## config.mk

```make
export PLATFORM = sky130hd
export DESIGN_NAME = mt_thread_picker
export DESIGN_NICKNAME = d
export VERILOG_FILES = /design/src/rtl/mtp_pkg.sv /design/src/rtl/mtp_thread_state.sv /design/src/rtl/mtp_lru_order.sv /design/src/rtl/mt_thread_picker.sv
export SDC_FILE = /design/constraint.sdc
export NUM_CORES = 1
export LEC_CHECK = 0
export ABC_AREA = 0
export BUFFER_PORTS_ARGS = -buffer_cell sky130_fd_sc_hd__buf_2
export CAP_MARGIN = 20
export CORE_MARGIN = 8
export CORE_UTILIZATION = 47
export DETAILED_ROUTE_END_ITERATION = 7
export PLACE_DENSITY = 0.74
export RECOVER_POWER = 50
export SYNTH_ARGS = -nofsm -noshare
export SYNTH_HDL_FRONTEND = slang
export SYNTH_HIERARCHICAL = 1
export SYNTH_SLANG_ARGS = --single-unit
```

## constraint.sdc

```tcl
create_clock -name clk -period 2.22 [get_ports clk]
set_input_delay 0.444 -clock clk [delete_from_list [all_inputs] [get_ports clk]]
set_output_delay 0.444 -clock clk [all_outputs]
set_load 0.02 [all_outputs]
```

## src/rtl/mtp_pkg.sv

```systemverilog
package mtp_pkg;

    // Resolved per-thread event, one per cycle, after precedence.
    typedef enum logic [2:0] {
        EV_NONE,
        EV_MISS,
        EV_STALL,
        EV_PARK,
        EV_SPEC,
        EV_FILL,
        EV_WAKE
    } thr_ev_e;

endpackage

```

## src/rtl/mtp_thread_state.sv

```systemverilog
module mtp_thread_state
    import mtp_pkg::*;
#(
    parameter int LD_GAP = 1
) (
    input  logic clk,
    input  logic rst_n,
    input  logic miss_i,
    input  logic stall_i,
    input  logic issued_i,
    input  logic park_i,
    input  logic spec_i,
    input  logic fill_i,
    input  logic wake_i,
    output logic rdy_o
);

    localparam int CW = (LD_GAP > 1) ? $clog2(LD_GAP + 1) : 1;

    typedef struct packed {
        logic          rdy;
        logic          miss_pend;
        logic [CW-1:0] gap;
    } thr_st_t;

    thr_st_t st_d, st_q;
    thr_ev_e ev;

    always_comb begin
        // precedence of same-cycle events
        if (miss_i)                         ev = EV_MISS;
        else if (stall_i)                   ev = EV_STALL;
        else if (issued_i && park_i)        ev = EV_PARK;
        else if (issued_i && spec_i)        ev = EV_SPEC;
        else if (fill_i && st_q.miss_pend)  ev = EV_FILL;
        else if (wake_i && !st_q.miss_pend) ev = EV_WAKE;
        else                                ev = EV_NONE;

        st_d = st_q;
        unique case (ev)
            EV_MISS: begin
                st_d.rdy       = 1'b0;
                st_d.miss_pend = 1'b1;
                st_d.gap       = '0;
            end
            EV_STALL, EV_PARK: begin
                st_d.rdy = 1'b0;
                st_d.gap = '0;
            end
            EV_SPEC: begin
                st_d.rdy = 1'b0;
                st_d.gap = CW'(LD_GAP);
            end
            EV_FILL: begin
                st_d.rdy       = 1'b1;
                st_d.miss_pend = 1'b0;
                st_d.gap       = '0;
            end
            EV_WAKE: begin
                st_d.rdy = 1'b1;
                st_d.gap = '0;
            end
            default: begin
                if (st_q.gap != '0) begin
                    st_d.gap = st_q.gap - CW'(1);
                    if (st_q.gap == CW'(1)) st_d.rdy = 1'b1;
                end
            end
        endcase
    end

    always_ff @(posedge clk or negedge rst_n) begin
        if (!rst_n) st_q <= '0;
        else        st_q <= st_d;
    end

    assign rdy_o = st_q.rdy;

endmodule

```

## src/rtl/mtp_lru_order.sv

```systemverilog
module mtp_lru_order #(
    parameter int NT = 4,
    localparam int TW = (NT > 1) ? $clog2(NT) : 1
) (
    input  logic             clk,
    input  logic             rst_n,
    input  logic [NT-1:0]    rdy_i,
    input  logic             commit_i,
    output logic [NT-1:0]    sel_o,
    output logic             valid_o,
    output logic [NT*TW-1:0] ord_o
);

    // ent[0] is the oldest thread, ent[NT-1] the youngest
    typedef struct packed {
        logic [NT-1:0][TW-1:0] ent;
    } ord_t;

    ord_t          st_d, st_q;
    logic          found;
    logic [TW-1:0] win_pos;
    logic [TW-1:0] win_id;

    always_comb begin
        found   = 1'b0;
        win_pos = '0;
        win_id  = '0;
        for (int p = 0; p < NT; p++) begin
            if (!found && rdy_i[st_q.ent[p]]) begin
                found   = 1'b1;
                win_pos = TW'(p);
                win_id  = st_q.ent[p];
            end
        end

        st_d = st_q;
        if (found && commit_i) begin
            for (int p = 0; p < NT - 1; p++) begin
                if (p >= int'(win_pos)) st_d.ent[p] = st_q.ent[p+1];
            end
            st_d.ent[NT-1] = win_id;
        end
    end

    always_ff @(posedge clk or negedge rst_n) begin
        if (!rst_n) begin
            for (int p = 0; p < NT; p++) st_q.ent[p] <= TW'(p);
        end else begin
            st_q <= st_d;
        end
    end

    assign valid_o = found;
    assign sel_o   = found ? (NT'(1) << win_id) : '0;
    assign ord_o   = st_q.ent;

endmodule

```

## src/rtl/mt_thread_picker.sv

```systemverilog
module mt_thread_picker #(
    parameter int NT     = 4,
    parameter int LD_GAP = 1
) (
    input  logic          clk,
    input  logic          rst_n,
    input  logic          iss_load_i,
    input  logic          iss_long_i,
    input  logic          iss_muldiv_i,
    input  logic          unit_busy_i,
    input  logic [NT-1:0] miss_i,
    input  logic [NT-1:0] stall_i,
    input  logic [NT-1:0] fill_i,
    input  logic [NT-1:0] wake_i,
    output logic [NT-1:0] sel_o,
    output logic          valid_o
);

    localparam int TW = (NT > 1) ? $clog2(NT) : 1;

    logic [NT-1:0]    rdy;
    logic [NT-1:0]    issued;
    logic             park;
    logic             rollback;
    logic             commit;
    logic [NT*TW-1:0] ord_flat;

    assign park     = iss_long_i | iss_muldiv_i;
    assign rollback = iss_muldiv_i & unit_busy_i;
    assign commit   = ~rollback;

    for (genvar t = 0; t < NT; t++) begin : g_thr
        assign issued[t] = valid_o & sel_o[t];

        mtp_thread_state #(
            .LD_GAP(LD_GAP)
        ) i_state (
            .clk     (clk),
            .rst_n   (rst_n),
            .miss_i  (miss_i[t]),
            .stall_i (stall_i[t]),
            .issued_i(issued[t]),
            .park_i  (park),
            .spec_i  (iss_load_i),
            .fill_i  (fill_i[t]),
            .wake_i  (wake_i[t]),
            .rdy_o   (rdy[t])
        );
    end

    mtp_lru_order #(
        .NT(NT)
    ) i_order (
        .clk     (clk),
        .rst_n   (rst_n),
        .rdy_i   (rdy),
        .commit_i(commit),
        .sel_o   (sel_o),
        .valid_o (valid_o),
        .ord_o   (ord_flat)
    );

endmodule

```

======== Word-level counts from Yosys, hierarchy flattened ========
Cells that the tools add are included.
W data, S select, Z words.
word-level totals
  flip-flop bits (word level) ............. 20
  input port bits ......................... 22
  output and inout bits ................... 5
  logic and storage cells ................. 173
operators by class
  add/sub/neg operators ................... 4
  order comparisons ....................... 7
  equal/unequal tests ..................... 24
  shift operators ......................... 1
  muxes and demuxes ....................... 64
  bitwise gates (word level) .............. 7
  reduce and logical (&&, ||, !) cells .... 50
operators with widths
  operator               count
  $mux W3                24
  $eq A3 B3 Y1 const B   12
  $eq A3 B2 Y1 const B   8
  $pmux W1 S2            12
  $logic_and A1 B1 Y1    20
  $reduce_or A5 Y1       4
  $mux W1                17
  $reduce_or A4 Y1       4
  $eq A3 B1 Y1 const B   4
  $lt A2 B3 Y1 const B   4
  $mux W2                6
  $reduce_bool A3 Y1     4
  $bmux W1 S2            4
  $reduce_bool A2 Y1     4
  $reduce_or A2 Y1       4
  $logic_not A1 Y1       7
  $reduce_and A2 Y1      3
  $and A1 B1 Y1          5
  $ge A1 B2 Y1 const A   2
  $mux W4                1
  $shl A1 B2 Y4 const A  1
  $sub A1 B1 Y1 const B  4
  $ge A2 B2 Y1 const A   1
  $not A1 Y1             1
  $or A1 B1 Y1           1

======== Longest topological paths before layout ========
Gate-level depths: netlist (run 1).
  depth after elaboration ................. 23
  mapped depth ............................ 9
  depth with buffers taken out ............ 8

======== Hierarchy ========
Netlist (run 1), hierarchy kept.
by module, submodules not included
  module            times used  cells an instance  area an instance (sq um)  seq. area each (sq um)
  mtp_lru_order     1           49                 584.3                     205.2
  mtp_thread_state  4           10                 128.9                     75.1
  mt_thread_picker  1           6                  35.0                      0.0

======== Worst setup path after synthesis (run 1) ========
Ideal clock, no wire load.
  path type ............................... register to register
  start ................................... register i_order.st_q, in the netlist i_order/ord_o[2]
  end ..................................... register g_thr[0].i_state.st_q, in the netlist g_thr[0].i_state/rdy_o
  library setup time ...................... 0.126 ns
  arrival time ............................ 2.511 ns
  data required time ...................... 2.094 ns
  slack ................................... -0.417 ns
  cell stages (with the launch flop) ...... 9
  path buffers ............................ 0
  clock period less this slack ............ 2.637 ns
  path through ............................ dfstp_2 mux4_2 a211oi_1 a21oi_1 o21bai_2 nor3b_1 and2_1 o21ai_0 o311a_1
on the way
  longest elaborated chain between the ends .. 21
  elaborated cells on any way between the ends .. 32
  classes of those cells .................. eq/ne (6); shift (1); mux (14); bitwise (1); reduce/logical (10)
ends and longest elaborated chain
  item                                                            line                    RTL
  start, declared                                                 mtp_lru_order.sv:19     ord_t st_d, st_q;
  start signal, assigned                                          mtp_lru_order.sv:49     st_q <= st_d;
  $bmux W1 S2                                                     mtp_lru_order.sv:29     if (!found && rdy_i[st_q.ent[p]]) begin
  $mux W1 (not written as such)                                   mtp_lru_order.sv:29
  $logic_and A1 B1 Y1                                             mtp_lru_order.sv:29
  $mux W1                                                         mtp_lru_order.sv:29
  $logic_not A1 Y1                                                mtp_lru_order.sv:29
  $logic_and A1 B1 Y1                                             mtp_lru_order.sv:29
  $mux W1                                                         mtp_lru_order.sv:29
  $logic_not A1 Y1                                                mtp_lru_order.sv:29
  [... 4 more ...]                                                n/a
  net sel_o[0]                                                    mt_thread_picker.sv:15  output logic [NT-1:0] sel_o,
  [... 1 more ...]                                                n/a
  net issued[0]                                                   mt_thread_picker.sv:22  logic [NT-1:0] issued;
  $logic_and A1 B1 Y1                                             mtp_thread_state.sv:34  else if (issued_i && spec_i) ev = EV_SPEC;
  $mux W3                                                         mtp_thread_state.sv:34
  $mux W3 (*)                                                     mtp_thread_state.sv:33  else if (issued_i && park_i) ev = EV_PARK;
  $mux W3 (*)                                                     mtp_thread_state.sv:32  else if (stall_i) ev = EV_STALL;
  $mux W3 (*)                                                     mtp_thread_state.sv:31  if (miss_i) ev = EV_MISS;
  $eq A3 B1 Y1, or another cell as far along                      mtp_thread_state.sv:40  unique case (ev)
  $reduce_or A4 Y1 (no line) or $reduce_or A2 Y1 (tied branches)  n/a
  $pmux W1 S2 or $reduce_bool A3 Y1 (tied branches)               n/a
  end signal, assigned                                            mtp_thread_state.sv:74  else st_q <= st_d;
  end, declared                                                   mtp_thread_state.sv:26  thr_st_t st_d, st_q;
The timed path passes the listed nets; every way through them passes the cells marked *. The select of a mux whose other input is x is not followed.
A chain may end at the register's enable or synchronous reset.

======== Worst setup path after layout (run 1) ========
  start ................................... register g_thr[2].i_state.st_q, in the netlist g_thr[2].i_state/rdy_o
  end ..................................... output sel_o[0]
on the way
  longest elaborated chain between the ends .. 14
  elaborated cells on any way between the ends .. 24
  classes of those cells .................. shift (1); mux (17); reduce/logical (6)
ends and longest elaborated chain
  item                           line                    RTL
  start, declared                mtp_thread_state.sv:26
  start signal, assigned         mtp_thread_state.sv:74
  $bmux W1 S2                    mtp_lru_order.sv:29
  $mux W1 (not written as such)  mtp_lru_order.sv:29
  $mux W1                        mtp_lru_order.sv:29
  $logic_not A1 Y1               mtp_lru_order.sv:29
  $logic_and A1 B1 Y1            mtp_lru_order.sv:29
  $mux W1                        mtp_lru_order.sv:29
  $logic_not A1 Y1               mtp_lru_order.sv:29
  $logic_and A1 B1 Y1            mtp_lru_order.sv:29
  $mux W1                        mtp_lru_order.sv:29
  $logic_not A1 Y1               mtp_lru_order.sv:29
  $logic_and A1 B1 Y1            mtp_lru_order.sv:29
  $mux W2                        mtp_lru_order.sv:29
  $shl A1 B2 Y4                  mtp_lru_order.sv:54     assign sel_o = found ? (NT'(1) << win_id) : '0;
  $mux W4 (*)                    mtp_lru_order.sv:54
  end, declared                  mt_thread_picker.sv:15
Every way passes the cells marked *; elsewhere a longest branch is shown, timed or not. The select of a mux whose other input is x is not followed.

==> flow_metrics.py, run 1 <==
metrics = {
    "placement": {
        "placed_cell_area_um2": 1460,
        "place_congestion": 0.942,
        "port_buffers": 26,
        "hpwl_um": 2380,
    },
    "power": {
        "power_frac_clock_pct": 19.4,
        "pwr-share-seq_pct": 31.9,
        "power_per_cell_area_nw_per_um2": 922,
        "p_int_mw": 1.04,
        "leakagePower_nw": 0.781,
        "switching_share_pct": 31.3,
        "combPwrFrac_pct": 48.7,
        "ir_worst_vdd_mv": 0.704,
        "p_switching_mw": 0.475,
    },
    "worst_setup_path": {
        "end_kind": "output port",
        "critPathRequiredTime_ps": 1780,
        "worst-r2r-setup-slack_ps": -220,
        "reg2reg_depth": 10,
        "arrival_ps": 2380,
        "worstSetupStartpointType": "register",
        "r2r_start": "g_thr[2].i_state/rdy_o",
        "critical_path_class": "reg2out",
        "rr_endpoint": "g_thr[0].i_state/st_q[1]",
        "crit_fanout": 6,
    },
    "floorplanning": {
        "core-area_um2": 2390,
        "rows": 18,
        "dieArea_um2": 4240,
        "dieHeight_um": 65.1,
        "io_pins": 27,
        "initial_utilization_pct": 47.5,
        "fp.dieW_um": 65.1,
    },
    "route": {
        "met3WireLength_um": 247,
        "drt-total-wl_um": 3260,
        "via_count": 1062,
        "first_pass_iters": 4,
        "drt-initial-drc-count": 46,
        "drc": 0,
        "antenna_left": 0,
        "wl_met2_um": 1710,
        "met1_length_um": 1230,
        "viasPerCell": 5.93,
        "dr.max_layer_used": "met4",
        "routedWlPerCell_um": 18.2,
    },
    "global_routing": {
        "grt_pass1_wl_um": 5290,
        "overflow": 0,
        "grtUsageTotal_pct": 16.0,
        "grt_max_degree": 21,
        "grt_pass1_vias": 1151,
        "antenna_found_initial": 0,
    },
    "job": {
        "maxCapViolations": 0,
    },
    "sta": {
        "final_min_period_over_clock_period_pct": 127,
        "hold_viol_final": 0,
        "worst_pin_slew_ps": 1070,
        "max_freq_mhz": 354,
        "maxSlewViolCount": 0,
        "relSlewSlack_pct": 28.5,
        "finalClockSkew_ps": 16.1,
        "whs_ps": 298,
        "rsz0062_at_grt": "true",
        "min_period_ps": 2830,
        "setup_slack_ps": -608,
        "finalSetupViolations": 18,
    },
    "logic_synthesis": {
        "syn_nets": 117,
        "synth_top_cell_area_share_pct": 35.3,
        "syn_inst": 95,
        "synthArstFlopShare_pct": 100,
        "synth_area_leaders": "dfrtp_1 35%, dfstp_2 9.3%, mux4_2 7.9%",
        "yosysWarnings": 6,
        "yosys-top-cells-count": "16 x dfrtp_1, 9 x nor2_1, 7 x nand2_1, 6 x mux2_2, 6 x o21ai_0",
        "synth_edf_count": 0,
        "synth_most_common_cell": "dfrtp_1",
        "avgSynthCellArea_um2": 11.9,
        "yosys.area.top_type": "dfrtp_1",
        "synth_cell_types": 27,
        "synth-seq-cells": 20,
        "synth-seq-area-share_pct": 44.5,
        "ys.flop_type": "dfrtp_1",
        "synth_area_um2": 1130,
    },
    "clock_tree": {
        "clk_pin_slew_ps": 120,
        "clock_sink_count": 20,
        "ctsLongestPathBuffers": 2,
        "postCtsHoldBufs": 0,
        "cts_tree": "done",
        "cts.htree.levels": 1,
        "cts_buffers": 3,
        "clk-insertion-delay-late_ps": 310,
        "clockRootBuffer": "clkbuf_4",
    },
    "final_layout": {
        "nets": 172,
        "area.growth.synth_to_final_pct": 45.0,
        "fin_area_um2": 1650,
        "drive_gt1_share_pct": 61.7,
        "fill_cells": 182,
        "regArea_um2": 508,
        "diodes": 0,
        "multi_input_area_um2": 692,
    },
    "outcome": {
        "violations": "negative setup slack",
        "outcome": "finished, violations left",
    },
    "min_path": {
        "hold_path.class": "in2async",
    },
}
==> flip-flops by register name (all words and copies together) (netlist names) <==
signal	cells
g_thr.i_state/st_q	8
i_order/ord_o	8
g_thr.i_state/rdy_o	4
==> worst max-delay path: stages (launching register included) <==
cell and delay, ps:
dfrtp_1 470, mux4_2 550, buf_6 170, nand2_1 110
o21a_1 180, o21ai_1 100, buf_4 170, nor3b_4 200
buf_6 150
==> power groups by stage <==
stage,Combinational (mW),Clock (mW),Sequential (mW)
2_1_floorplan,0.359,0,0.479
3_3_place_gp,0.557,0,0.484
3_5_place_dp,0.570,0,0.489
4_1_cts,0.677,0.299,0.481
5_1_grt,0.794,0.316,0.490
6_report,0.739,0.294,0.484
==> through the flow <==
| step | std cells | setup TNS, ps | setup WS, ps | power, mW | utilization, % |
|---|---|---|---|---|---|
| after floorplan | 95 | -3150 | -249 | 0.838 | - |
| after global placement | 169 | -1760 | -224 | 1.04 | 61.3 |
| after detailed placement | 169 | -2760 | -276 | 1.06 | 61.3 |
| after CTS | 176 | -4170 | -575 | 1.46 | 66.9 |
| after global routing | 179 | -6430 | -680 | 1.60 | 68.9 |
| final | 179 | -4760 | -608 | 1.52 | 68.9 |
==> layout make-up <==
cell class,instances,area share [%]
clock inverter,1,1.83
sequential,20,30.9
timing repair buffer,51,21.6
multi-input combinational,74,42.1
clock buffer,3,1.37
tap,30,2.28
==> cells in the final DEF (no fill, tap or decap), types with 3 or more instances in the layout <==
master / n
buf_4: 23
buf_2: 20
dfrtp_1: 14
nor2_1: 8
buf_6: 7
nand2_1: 6
mux2_4: 6
mux2_2: 6
and4b_1: 4
o21ai_2: 4
a31oi_1: 4
o311a_1: 4
mux4_2: 4
dfstp_2: 4
and2_4: 3
clkbuf_4: 3
==> cells by family (layout without fill, tap and decap cells) <==
| family | Yosys count | in the layout | synth area share (%) |
|---|---|---|---|
| AO/OA/AOI/OAI | 25 | 25 | 16.0 |
| buffers and inverters | 1 | 55 | 0.992 |
| multiplexers | 18 | 18 | 22.9 |
| AND/OR/NAND/NOR | 31 | 31 | 15.5 |
| flip-flops | 20 | 20 | 44.5 |
==> per-layer routing <==
| metal | global-route usage [%] | vias up |
|---|---|---|
| met2 | 28.9 | 61 |
| met4 | 8.45 | 0 |
| li1 | - | 472 |
| met5 | 0 | - |
| met1 | 17.6 | 519 |
| met3 | 2.38 | 10 |
==> what timing repair did <==
action | in CTS | in global routing
pin swaps | 7 | 3
resized for setup | 20 | 9
buffers inserted | 3 | 3
setup endpoints to repair | 17 | 20
==> worst max path at each step <==
stage                                 from                endpoint  cells past startpoint
finish              g_thr[2].i_state/rdy_o                sel_o[0]                      8
global route              i_order/ord_o[2]                sel_o[2]                      6
CTS                       i_order/ord_o[2]                sel_o[2]                      6
detailed placement        i_order/ord_o[2]                sel_o[2]                      6
global placement          i_order/ord_o[2]                sel_o[2]                      6
floorplan                 i_order/ord_o[2]  g_thr[2].i_state/rdy_o                      9
No activity file was read; power rests on OpenSTA's default activity.
==> run 2: changes to the inputs <==
- CORE_UTILIZATION: 47 -> 48
- SYNTH_HIERARCHICAL: 1 -> not set
==> run 2 against run 1 <==
The run still ends with negative setup slack left. Wire length rose by 15%. Synthesized cell count increased by 20%. Register-to-register slack worse by 210 ps. Via count increased by 13%. Clock power down 42%. Design area increased by 11%. Critical path depth shrank 2. Non-clock buffer count up 10. Hold slack better by 33 ps.
==> flow_metrics.py, run 2 <==
metrics = {
    "outcome": {
        "outcome": "finished, violations left",
        "violations": "negative setup slack",
    },
    "logic_synthesis": {
        "synth_edf_count": 0,
        "synth_cell_types": 38,
        "yosysWarnings": 0,
        "ys.flop_type": "dfrtp_1",
        "synth_most_common_cell": "dfrtp_1",
        "synth-seq-cells": 20,
        "synthArstFlopShare_pct": 100,
        "yosys-top-cells-count": "16 x dfrtp_1, 12 x nand2_1, 9 x mux2_2, 7 x mux2i_1",
        "yosys.area.top_type": "dfrtp_1",
        "synth-seq-area-share_pct": 39.3,
        "syn_inst": 114,
        "synth_top_cell_area_share_pct": 31.1,
        "syn_nets": 136,
        "synth_area_um2": 1290,
        "avgSynthCellArea_um2": 11.3,
        "synth_area_leaders": "dfrtp_1 31%, dfstp_2 8.2%, mux2_2 7.9%",
    },
    "floorplanning": {
        "dieArea_um2": 4590,
        "dieHeight_um": 67.8,
        "io_pins": 27,
        "initial_utilization_pct": 51.5,
        "rows": 18,
        "fp.dieW_um": 67.8,
        "core-area_um2": 2500,
    },
    "worst_setup_path": {
        "worstSetupStartpoint": "i_order.ord_o[2]",
        "crit_chain": "mux4_2 > a211oi_2 > a21oi_2 > a211o_2 > inv_4 > buf_6",
        "critPathRequiredTime_ps": 1780,
        "worstSetupStartpointType": "register",
        "r2r_start": "i_order.ord_o[2]",
        "path_buf_inv": 2,
        "arrival_ps": 2340,
        "slowest_delay_ps": 580,
        "slowest_stage": "mux4_2",
        "end_kind": "output port",
        "critical_path_class": "reg2out",
        "crit_fanout": 5,
        "critPathTopFamily": "compound AO/OA/AOI/OAI gates",
    },
    "clock_tree": {
        "clk-insertion-delay-late_ps": 300,
        "cts_tree": "done",
        "clk_pin_slew_ps": 110,
        "cts.htree.levels": 1,
        "cts_buffers": 3,
        "ctsLongestPathBuffers": 2,
        "postCtsHoldBufs": 0,
        "clock_sink_count": 20,
        "clockRootBuffer": "clkbuf_4",
    },
    "sta": {
        "hold_viol_final": 0,
        "finalClockSkew_ps": 6.78,
        "final_min_period_over_clock_period_pct": 125,
        "max_freq_mhz": 360,
        "relSlewSlack_pct": 25.7,
        "setup_tns_ps": -4280,
        "rsz0062_at_grt": "true",
        "finalSetupViolations": 13,
        "worst_pin_slew_ps": 1110,
        "setup_slack_ps": -561,
        "maxSlewViolCount": 0,
        "min_period_ps": 2780,
        "whs_ps": 330,
    },
    "global_routing": {
        "antenna_found_initial": 0,
        "grt_pass1_wl_um": 5640,
        "grt_pass1_vias": 1255,
        "overflow": 0,
        "grtUsageTotal_pct": 15.9,
        "grt_max_degree": 21,
    },
    "final_layout": {
        "fill_cells": 177,
        "nets": 198,
        "fin_util_pct": 73.0,
        "area.growth.synth_to_final_pct": 41.8,
        "drive_gt1_share_pct": 57.5,
        "fin_area_um2": 1820,
        "final_cell_mix": "26 x buf_4, 21 x buf_2, 16 x dfrtp_1",
        "instances_no_fill": 204,
        "layout_commonest_cell": "buf_4",
        "diodes": 0,
    },
    "power": {
        "power_per_cell_area_nw_per_um2": 1250,
        "total_power_mw": 2.28,
        "ir_worst_vdd_mv": 0.990,
        "leakagePower_nw": 0.808,
    },
    "placement": {
        "port_buffers": 26,
        "hpwl_um": 2550,
        "dpl.cell_count": 188,
        "dpl_worst_slack_ps": -238,
        "placed_cell_area_um2": 1600,
        "place_congestion": 0.962,
    },
    "route": {
        "drt-total-wl_um": 3730,
        "antenna_left": 0,
        "viasPerCell": 5.87,
        "via_count": 1197,
        "drt-initial-drc-count": 84,
        "routedWlPerCell_um": 18.3,
        "first_pass_iters": 4,
        "drc": 0,
    },
    "job": {
        "maxCapViolations": 0,
    },
    "min_path": {
        "hold_path.class": "in2async",
    },
}
## run 2: repair_timing
item                                    in CTS  in global routing
resized for setup                           16                  8
pin swaps                                    5                  3
setup buffers                                7                  6
endpoints found under the setup margin       9                 16
## run 2: cell type report
cell class | count | area (µm²) | share of cell area, %
multi-input cells | 86 | 788 | 43.2
flip-flops and latches | 20 | 505 | 27.7
repair buffers | 61 | 450 | 24.7
well taps | 30 | 37.5 | 2.06
clock buffers | 3 | 22.5 | 1.23
inverters | 4 | 20.0 | 1.10
## run 2: power breakdown
part | total, mW | switching (mW) | internal (mW) | leakage [nW]
combinational | 1.54 | 0.667 | 0.878 | 0.549
clock | 0.170 | 0.107 | 0.0632 | 0.0138
sequential | 0.568 | 0.106 | 0.462 | 0.245
total | 2.28 | 0.880 | 1.40 | 0.808
## run 2: logic make-up after synthesis
logic type             after synthesis  synth area share (%)
AO/OA/AOI/OAI                       33                  23.3
buffers and inverters                8                  2.92
flip-flops                          20                  39.3
multiplexers                        19                  18.6
AND/OR/NAND/NOR                     34                  15.9
## run 2: worst paths after layout
kind	end	slack (ps)	cells past startpoint
worst min-delay path	g_thr[1].i_state.st_q[0]	330	1
worst min register to register	i_order.ord_o[6]	570	2
min in group clk	g_thr[0].i_state.rdy_o	340	2
worst max-delay path	sel_o[1]	-560	6
worst max register to register	g_thr[0].i_state.st_q[0]	-430	10
max in group asynchronous	g_thr[2].i_state.rdy_o	1230	1
## run 2: layer usage
layer | part of all wire, % | track usage, %
met4 | 1.6 | 7.31
met2 | 51 | 26.5
met5 | 0 | 0
met3 | 6.1 | 4.64
met1 | 41 | 18.3
==> run 3: changes to the inputs <==
- GPL_TIMING_DRIVEN: not set -> 0
==> run 3 against run 2 <==
The run still ends with negative setup slack left. Die area stayed put. Critical path depth up 1. Maximum frequency down 2.9%. Sequential cell count unchanged. Count of clock-buffer cells in the layout is 1 higher. Register-to-register slack improved by 130 ps. Non-clock buffer count shrank 14. Sequential share of layout area up 0.26 points. Combinational power is 13% lower. Largest cell class unchanged. Largest power group unchanged.
==> flow_metrics.py, run 3 (synthesis gave the netlist of run 2 again) <==
metrics = {
    "sta": {
        "rsz0062_at_grt": "true",
        "maxSlewViolCount": 0,
        "max_freq_mhz": 349,
        "hold_viol_final": 0,
        "finalClockSkew_ps": 8.41,
        "worst_pin_slew_ps": 1100,
        "final_min_period_over_clock_period_pct": 129,
        "whs_ps": 316,
        "finalSetupViolations": 15,
        "relSlewSlack_pct": 26.4,
        "setup_slack_ps": -643,
        "min_period_ps": 2860,
    },
    "clock_tree": {
        "postCtsHoldBufs": 0,
        "cts_buffers": 3,
        "clockRootBuffer": "clkbuf_4",
        "ctsLongestPathBuffers": 2,
        "cts_tree": "done",
        "clock_sink_count": 20,
        "clk_pin_slew_ps": 120,
        "cts.htree.levels": 1,
        "clk-insertion-delay-late_ps": 300,
    },
    "floorplanning": {
        "dieHeight_um": 67.8,
        "initial_utilization_pct": 51.5,
        "dieArea_um2": 4590,
        "rows": 18,
        "core-area_um2": 2500,
        "io_pins": 27,
        "fp.dieW_um": 67.8,
    },
    "outcome": {
        "outcome": "finished, violations left",
        "violations": "negative setup slack",
    },
    "route": {
        "met1_length_um": 1500,
        "met3WireLength_um": 181,
        "via_count": 1140,
        "dr.max_layer_used": "met4",
        "drt-initial-drc-count": 52,
        "first_pass_iters": 4,
        "antenna_left": 0,
        "drc": 0,
        "routedWlPerCell_um": 18.8,
        "viasPerCell": 5.97,
        "drt-total-wl_um": 3590,
        "wl_met2_um": 1900,
    },
    "worst_setup_path": {
        "reg2reg_depth": 10,
        "arrival_ps": 2420,
        "critPathRequiredTime_ps": 1780,
        "rr_endpoint": "g_thr[1].i_state.rdy_o",
        "crit_fanout": 3,
        "worst-r2r-setup-slack_ps": -300,
        "r2r_start": "g_thr[0].i_state.rdy_o",
        "critical_path_class": "reg2out",
        "worstSetupStartpoint": "i_order.ord_o[2]",
        "end_kind": "output port",
        "worstSetupStartpointType": "register",
    },
    "power": {
        "power_frac_clock_pct": 8.7,
        "pwr-share-seq_pct": 26.7,
        "combPwrFrac_pct": 64.6,
        "ir_worst_vdd_mv": 0.910,
        "p_switching_mw": 0.852,
        "leakagePower_nw": 0.771,
        "switching_share_pct": 41.1,
        "power_per_cell_area_nw_per_um2": 1140,
        "p_int_mw": 1.22,
        "total_power_mw": 2.07,
    },
    "final_layout": {
        "fill_cells": 182,
        "drive_gt1_share_pct": 54.7,
        "layout_commonest_cell": "buf_2",
        "diodes": 0,
        "nets": 184,
        "fin_area_um2": 1810,
        "final_cell_mix": "20 x buf_2, 15 x buf_6, 15 x dfrtp_1",
        "fin_util_pct": 72.5,
        "area.growth.synth_to_final_pct": 40.9,
    },
    "global_routing": {
        "grt_pass1_vias": 1145,
        "grtUsageTotal_pct": 15.1,
        "overflow": 0,
        "antenna_found_initial": 0,
        "grt_max_degree": 21,
        "grt_pass1_wl_um": 5400,
    },
    "job": {
        "maxCapViolations": 0,
    },
    "placement": {
        "hpwl_um": 2370,
        "port_buffers": 26,
        "placed_cell_area_um2": 1460,
        "place_congestion": 0.804,
    },
    "min_path": {
        "hold_path.class": "in2async",
    },
}
## run 3: cell types whose count changed in the layout (fill, tap and decap cells not counted), moves of 2 or more
cell	before	now
buf_6	13	15
nor4_4	0	3
mux2_2	9	7
clkbuf_1	1	5
buf_4	26	7
nor4_2	3	0
mux2_4	0	2
o21ai_2	1	3
## run 3: power by group through the flow
stage	sequential, mW	combinational, mW	clock (mW)
after global routing	0.566	1.42	0.202
after CTS	0.549	1.07	0.183
after global placement	0.557	0.810	0
after detailed placement	0.564	0.847	0
final	0.554	1.34	0.181
after floorplan	0.533	0.655	0
## run 3: cell type report
cell class / count / area, µm² / share of cell area, %
Buffer: 4 / 22.5 / 1.24
Clock buffer: 4 / 26.3 / 1.45
Inverter: 4 / 20.0 / 1.10
Multi-Input combinational cell: 86 / 865 / 47.7
Sequential cell: 20 / 507 / 28.0
Tap cell: 30 / 37.5 / 2.07
Timing Repair Buffer: 43 / 334 / 18.4
## run 3: how the worst max path moves through the flow
stage                     slack (ps)  cells past startpoint        to
after detailed placement        -440                      6  sel_o[1]
after global routing            -690                      8  sel_o[1]
after CTS                       -610                      7  sel_o[1]
after global placement          -390                      6  sel_o[1]
final                           -640                      7  sel_o[1]
after floorplan                 -150                      5  sel_o[1]
## run 3: metal layers
layer | track usage (%) | vias to the layer above
li1 | - | 527
met1 | 18.4 | 576
met2 | 25.9 | 33
met3 | 4.47 | 4
met4 | 2.87 | 0
met5 | 0 | -
## run 3: through the flow
stage,TNS (ps),cells,setup WS (ps)
CTS,-3280,183,-610
global route,-5180,191,-688
global placement,-1270,170,-394
floorplan,-151,114,-150
detailed placement,-1680,170,-439
finish,-4120,191,-643
## run 3: worst max-delay path, stage by stage (launching register included)
cell and delay (ps):
dfstp_2 560, mux4_2 550, buf_6 150, a211oi_4 310
a21oi_2 90, a211o_4 290, inv_4 60, buf_6 110
## run 3: what timing repair did
| item | in CTS | in global routing |
|---|---|---|
| resized for setup | 15 | 25 |
| setup buffers | 9 | 11 |
| pin swaps | 4 | 10 |
| setup endpoints to repair | 11 | 17 |
| hold endpoints to repair | 0 | 0 |
